--- src/rtl/xsop_pkg.sv ---
// Package: shared constants and helpers for the XOR-transformed adder.
// Assumes operand widths stay at or below XSOP_MAX_W so masks fit 64 bits.
package xsop_pkg;

    localparam int XSOP_MAX_W = 63;

    // Returns a mask with bits lo..hi set (inclusive); empty when lo > hi.
    function automatic logic [63:0] span_mask(input int lo, input int hi);
        logic [63:0] m;
        m = '0;
        for (int k = 0; k < 64; k++) begin
            if (k >= lo && k <= hi) m[k] = 1'b1;
        end
        return m;
    endfunction

endpackage

--- src/rtl/xsop_transform.sv ---
// Module: input transform stage. Each A bit becomes A XOR B; B is
// forwarded unchanged. Uses exactly WIDTH two-input XOR gates.
module xsop_transform #(
    parameter int WIDTH = 16
) (
    input  logic [WIDTH-1:0] a_bits,
    input  logic [WIDTH-1:0] b_bits,
    output logic [WIDTH-1:0] xt_bits,
    output logic [WIDTH-1:0] yt_bits
);

    genvar g;
    generate
        for (g = 0; g < WIDTH; g++) begin : g_xor
            // One XOR per bit position.
            assign xt_bits[g] = a_bits[g] ^ b_bits[g];
        end
    endgenerate

    // Pass-through of the untransformed operand.
    assign yt_bits = b_bits;

endmodule

--- src/rtl/xsop_term_plane.sv ---
// Module: AND plane of the two-level array. For every target position i
// (0..WIDTH) and every lower source j < i it forms:
//   start[i][j] = ~X[j] &  y[j] & X[j+1..i-1]   (carry begins at j, survives)
//   stop [i][j] = ~X[j] & ~y[j] & X[j+1..i-1]   (carry killed at j, none above)
// plus allp[i] = X[0..i-1] (no position below i can start or kill a carry).
// Literals are only X, y and their complements. Entries with j >= i are 0.
module xsop_term_plane
    import xsop_pkg::*;
#(
    parameter int WIDTH = 16
) (
    input  logic [WIDTH-1:0]             xt,
    input  logic [WIDTH-1:0]             yt,
    output logic [WIDTH:0][WIDTH-1:0]    start_t,
    output logic [WIDTH-1:0][WIDTH-1:0]  stop_t,
    output logic [WIDTH-1:0]             allp_t
);

    genvar i, j;
    generate
        for (i = 0; i <= WIDTH; i++) begin : g_row
            for (j = 0; j < WIDTH; j++) begin : g_col
                if (j < i) begin : g_live
                    localparam logic [63:0] RUN = span_mask(j + 1, i - 1);
                    localparam logic [WIDTH-1:0] RUN_N = RUN[WIDTH-1:0];
                    logic run_ok;
                    // AND of the transformed bits strictly between j and i.
                    assign run_ok = &(xt | ~RUN_N);
                    // Carry-start product term.
                    assign start_t[i][j] = ~xt[j] & yt[j] & run_ok;
                    if (i < WIDTH) begin : g_stop
                        // Carry-stop product term.
                        assign stop_t[i][j] = ~xt[j] & ~yt[j] & run_ok;
                    end
                end else begin : g_dead
                    assign start_t[i][j] = 1'b0;
                    if (i < WIDTH) begin : g_stop0
                        assign stop_t[i][j] = 1'b0;
                    end
                end
            end
            if (i < WIDTH) begin : g_allp
                localparam logic [63:0] LOW = span_mask(0, i - 1);
                localparam logic [WIDTH-1:0] LOW_N = LOW[WIDTH-1:0];
                // All-propagate term below position i (1 for i = 0).
                assign allp_t[i] = &(xt | ~LOW_N);
            end
        end
    endgenerate

endmodule

--- src/rtl/xsop_or_plane.sv ---
// Module: OR plane of the two-level array. Sum bit i is 1 when
//   X[i] = 0 and a carry arrives    (any start term of row i), or
//   X[i] = 1 and no carry arrives   (any stop term of row i, or allp[i]).
// X[i] / ~X[i] are folded into each product, so no output XOR exists.
// The carry-out is the OR of the start terms of row WIDTH.
module xsop_or_plane #(
    parameter int WIDTH = 16
) (
    input  logic [WIDTH-1:0]             xt,
    input  logic [WIDTH:0][WIDTH-1:0]    start_t,
    input  logic [WIDTH-1:0][WIDTH-1:0]  stop_t,
    input  logic [WIDTH-1:0]             allp_t,
    output logic [WIDTH:0]               result
);

    genvar i;
    generate
        for (i = 0; i < WIDTH; i++) begin : g_sum
            logic [WIDTH-1:0] hit_c;
            logic [WIDTH-1:0] hit_n;
            // Widen each product term with its own-position literal.
            assign hit_c = {WIDTH{~xt[i]}} & start_t[i];
            assign hit_n = {WIDTH{xt[i]}}  & stop_t[i];
            // Single OR over all products of this sum bit.
            assign result[i] = (|hit_c) | (|hit_n) | (xt[i] & allp_t[i]);
        end
    endgenerate

    // Carry-out: OR of every carry-start product reaching past the top bit.
    assign result[WIDTH] = |start_t[WIDTH];

endmodule

--- src/rtl/xor_sop_adder.sv ---
// Module: top of the XOR-transformed two-level adder. Combinational only;
// no clock or reset. Bit 0 is the least significant. Assumes
// 1 <= WIDTH <= XSOP_MAX_W. Delay: one XOR level plus one AND-OR plane.
module xor_sop_adder
    import xsop_pkg::*;
#(
    parameter int WIDTH = 16
) (
    input  logic [WIDTH-1:0] opa,
    input  logic [WIDTH-1:0] opb,
    output logic [WIDTH:0]   sum_out
);

    localparam int ROWS = WIDTH + 1;

    logic [WIDTH-1:0]            xt;
    logic [WIDTH-1:0]            yt;
    logic [ROWS-1:0][WIDTH-1:0]  start_t;
    logic [WIDTH-1:0][WIDTH-1:0] stop_t;
    logic [WIDTH-1:0]            allp_t;

    generate
        if (WIDTH < 1 || WIDTH > XSOP_MAX_W) begin : g_bad_width
            $error("xor_sop_adder: WIDTH out of supported range");
        end
    endgenerate

    // Stage 1: XOR transform of operand A against operand B.
    xsop_transform #(.WIDTH(WIDTH)) u_xform (
        .a_bits (opa),
        .b_bits (opb),
        .xt_bits(xt),
        .yt_bits(yt)
    );

    // Stage 2a: product terms.
    xsop_term_plane #(.WIDTH(WIDTH)) u_and (
        .xt     (xt),
        .yt     (yt),
        .start_t(start_t),
        .stop_t (stop_t),
        .allp_t (allp_t)
    );

    // Stage 2b: OR plane producing sum and carry-out.
    xsop_or_plane #(.WIDTH(WIDTH)) u_or (
        .xt     (xt),
        .start_t(start_t),
        .stop_t (stop_t),
        .allp_t (allp_t),
        .result (sum_out)
    );

endmodule

--- config.mk ---
export PLATFORM = sky130hd
export DESIGN_NAME = xor_sop_adder
export DESIGN_NICKNAME = d
export VERILOG_FILES = /design/src/rtl/xsop_pkg.sv /design/src/rtl/xsop_transform.sv /design/src/rtl/xsop_term_plane.sv /design/src/rtl/xsop_or_plane.sv /design/src/rtl/xor_sop_adder.sv
export SDC_FILE = /design/constraint.sdc
export NUM_CORES = 1
export LEC_CHECK = 0
export CAP_MARGIN = 5
export CORE_AREA = 10 10 81 83
export DETAILED_ROUTE_END_ITERATION = 6
export DIE_AREA = 0 0 91 93
export PLACE_DENSITY = 0.65
export SETUP_SLACK_MARGIN = 0.2
export SYNTH_ARGS = -nofsm -noshare
export SYNTH_HDL_FRONTEND = slang
export SYNTH_SLANG_ARGS = --single-unit
--- constraint.sdc ---
create_clock -name vclk -period 3.44
set_input_delay 0.688 -clock vclk [all_inputs]
set_output_delay 0.688 -clock vclk [all_outputs]
set_load 0.005 [all_outputs]
### Yosys cells after proc, flatten, opt, wreduce, memory -nomap -nowiden

Index checks and enable logic that the tools add are counted.

| word-level totals | value |
|---|---|
| flip-flop bits (word level) | 0 |
| output and inout port bits | 17 |

| operators by class | value |
|---|---|
| bitwise gates (word level) | 378 |
| reduce and logical (&&, ||, !) cells | 150 |

Operators by type and width:

| kind | count |
|---|---|
| 16-bit OR reduction | 31 |
| 1-bit AND | 271 |
| 8-bit AND reduction | 9 |
| 9-bit AND reduction | 8 |
| 10-bit AND reduction | 7 |
| 7-bit AND reduction | 10 |
| 11-bit AND reduction | 6 |
| 6-bit AND reduction | 11 |
| 12-bit AND reduction | 5 |
| 5-bit AND reduction | 12 |
| 13-bit AND reduction | 4 |
| 4-bit AND reduction | 13 |
| 14-bit AND reduction | 3 |
| 3-bit AND reduction | 14 |
| 16-bit by 1-bit AND with 16-bit output | 2 |
| 16-bit by 10-bit AND with 16-bit output | 2 |
| 16-bit by 11-bit AND with 16-bit output | 2 |
| 16-bit by 12-bit AND with 16-bit output | 2 |
| 16-bit by 13-bit AND with 16-bit output | 2 |
| 16-bit by 14-bit AND with 16-bit output | 2 |
| 16-bit by 15-bit AND with 16-bit output | 2 |
| 16-bit by 2-bit AND with 16-bit output | 2 |
| 16-bit by 3-bit AND with 16-bit output | 2 |
| 16-bit by 4-bit AND with 16-bit output | 2 |
| 10 further kinds | 104 |

### Logic depth before layout (Yosys ltp)

| depth | value |
|---|---|
| depth after elaboration | 8 |
| depth in mapped cells | 9 |
| depth with buffers taken out | 7 |

### Cells and area by module

From an unflattened synthesis, not the netlist that was laid out.

| second synthesis, totals | value |
|---|---|
| cells, all modules | 915 |
| area, all modules | 5486.5 sq um |

By module, submodules not included:

| module | instances | cells an instance | area an instance (sq um) |
|---|---|---|---|
| xsop_term_plane | 1 | 670 | 3933.8 |
| xsop_or_plane | 1 | 213 | 1292.5 |
| xsop_transform | 1 | 32 | 260.2 |

### Worst setup path before layout

Ideal clock, no wire load.

| path | value |
|---|---|
| path kind | in2out |
| start | in opa[3] |
| end | out sum_out[11] |
| arrival time | 2.244 ns |
| required time | 2.752 ns |
| setup slack | 0.508 ns |
| stages | 8 |
| cells stage by stage | inv_1 > ha_1 > buf_6 > and2_4 > buf_6 > a41o_1 > or4b_1 > a2bb2oi_1 |

| between the ends | value |
|---|---|
| cells in the longest elaborated chain, start to end | 8 |

Ends and longest elaborated chain:

| item | line | text |
|---|---|---|
| from (decl) | xor_sop_adder.sv:9 | `input logic [WIDTH-1:0] opa,` |
| 1-bit bitwise XOR * | xsop_transform.sv:16 | `assign xt_bits[g] = a_bits[g] ^ b_bits[g];` |
| branches (longest 6 deep; another with 16-bit by 11-bit AND with 16-bit output) | -- |  |
| 1-bit bitwise OR * | xsop_or_plane.sv:25 | `assign result[i] = (\|hit_c) \| (\|hit_n) \| (xt[i] & allp_t[i]);` |
| to (decl) | xor_sop_adder.sv:11 | `output logic [WIDTH:0] sum_out` |

Every way passes the cells marked *.

### Worst setup path in the final report

| path | value |
|---|---|
| start | in opa[2] |
| end | out sum_out[12] |

| between the ends | value |
|---|---|
| cells in the longest elaborated chain, start to end | 8 |

Ends and longest elaborated chain:

| item | line |
|---|---|
| 1-bit bitwise XOR * | xsop_transform.sv:16 |
| branches (longest 6 deep; another with 16-bit by 12-bit AND with 16-bit output) | -- |
| 1-bit bitwise OR * | xsop_or_plane.sv:25 |

Marked as above.

==> impl_metrics.ini <==
[status]
status = finished clean

[min_path]
min_delay_path_depth = 6
min_to = sum_out[6]
min_path_type = input pin to output pin
min-delay-start = opb[5]

[final_layout]
clkbuf_count = 0
fin_nets = 521
mostFrequentLayoutCells = 118 x buf_4, 28 x inv_2, 23 x a21oi_1, 16 x nand2_1
regArea_sq_um = 0
n_antenna_cell = 0
syn_to_final_growth_pct = 107
layout_commonest_cell = buf_4
fillCellCount = 356
layout-drive-gt1-share = 0.595
seq_cells = 0

[timing]
period_minus_slack_ns = 3.20
worstMarginPinSlew_ns = 0.374
hold_viol = 0
timing.fmax_mhz = 312
hold_ws_ns = 1.93
fin_crit_sh = 0.932
max_slew_margin = 0.748
rsz0062_at_grt = yes
drv_slew = 0
setup_tns_ns = 0
setup_viol = 0

[setup_path]
end_kind = output pin
cp.required_ns = 2.75
crit_path_start_kind = input pin
arrival_ns = 2.52
crit_type = input pin to output pin
crit_fanout = 7

[synth]
synth_cell_types = 58
yosys_warnings = 0
netlist_instances = 294
synth_nets = 356
avgSynthCellArea_sq_um = 6.49
synth_area_sq_um = 1910
yosysSeqAreaShare = 0

[detailed_routing]
viasPerCell = 5.98
via_count = 3151
wl_um = 10400
dr.first_iter.drc_count = 341
wl_per_cell_um = 19.8
first_pass_iters = 5
detail-route-antenna-nets = 0
drc_errors = 0

[global_routing]
antenna_found_initial = 0
grt_pass1_wl_um = 16300
grt-ovfl-total = 0
grt_max_degree = 10
track_usage = 0.227
grt_pass1_vias = 3220

[floorplan]
num_io_pins = 49
fp.dieH_um = 93
fp-row-count = 26
die-area_sq_um = 8460
core_sq_um = 5010
start_util = 0.381
die_x_um = 91

[power_and_ir_drop]
p_total_uw = 729
p_leak_uw = 0.00184
power.ir.vdd_worst_uv = 100
p_per_area_nw_per_um2 = 185

[cts]
postCtsHoldBufs = 0

[job]
max_cap_violations = 0

[place]
io_buffers = 49
gp_congestion = 1.01
dp_hpwl_um = 7360
-- timing repair --
action | in CTS | in global routing
setup endpoints to repair | 16 | 13
gates resized for setup | 199 | 67
setup buffers | 26 | 6
pin swaps | 41 | 34
-- critical path, cell delays in order --
cell	delay, ns
dlygate4sd2_1	0.23
inv_2	0.05
ha_4	0.30
buf_6	0.15
a31oi_2	0.16
nor4b_2	0.32
o21ai_0	0.13
o2111a_1	0.16
o221ai_1	0.16
buf_2	0.16
-- stage by stage --
step                      utilization  area [sq um]  setup slack [ns]  std cells
after floorplan                     -          1910             0.508        294
after global placement          0.626          3130            -0.707        495
after detailed placement        0.626          3130            -0.717        495
after CTS                       0.761          3810             0.197        521
after global routing            0.789          3950             0.168        527
final                           0.789          3950             0.236        527
-- cell usage after synthesis (7+ instances only) --
cell	number	area [sq um]
o21ai_0	23	115
buf_2	9	45.0
nand3_1	15	75.1
nor3_1	7	35.0
a21o_1	8	60.1
nand2_1	20	75.1
nor2_1	9	33.8
inv_1	43	161
ha_1	30	375
a31oi_1	10	62.6
a21oi_1	31	155
and4_1	7	61.3
-- area by class of cell --
type / count / area, sq um / area share
multi-input cells: 233 / 2260 / 0.572
repair buffers: 181 / 1440 / 0.365
well taps: 70 / 87.6 / 0.0222
inverters: 43 / 161 / 0.0408
-- metal layers --
metal / share of wire / GRT usage
met2: 0.48 / 0.403
met4: 0.045 / 0.0875
met1: 0.38 / 0.266
met5: 0 / 0
met3: 0.087 / 0.0408
-- how the worst max path moves through the flow --
stage	startpoint	to	slack (ns)	cells past startpoint
finish	opa[2]	sum_out[12]	0.24	10
detailed placement	opa[5]	sum_out[13]	-0.72	10
CTS	opb[12]	sum_out[13]	0.20	9
floorplan	opa[3]	sum_out[11]	0.51	8
global placement	opa[8]	sum_out[10]	-0.71	9
global route	opb[9]	sum_out[12]	0.17	11
-- power breakdown --
group	total (uW)	leakage (uW)	internal, uW	switching (uW)
logic	729	0.00184	375	355
registers	0	0	0	0
clock network	0	0	0	0
-- cells by family (layout without fill, tap and decap cells) --
logic type | Yosys count | count (layout) | synth area share
XOR/XNOR | 1 | 1 | 0.00459
multiplexers | 3 | 3 | 0.0164
buffers and inverters | 61 | 224 | 0.138
adder cells (fa/ha/maj) | 30 | 30 | 0.197
AO/OA/AOI/OAI | 111 | 111 | 0.383
AND/OR/NAND/NOR | 88 | 88 | 0.261
No activity file was read; power rests on OpenSTA's default activity.
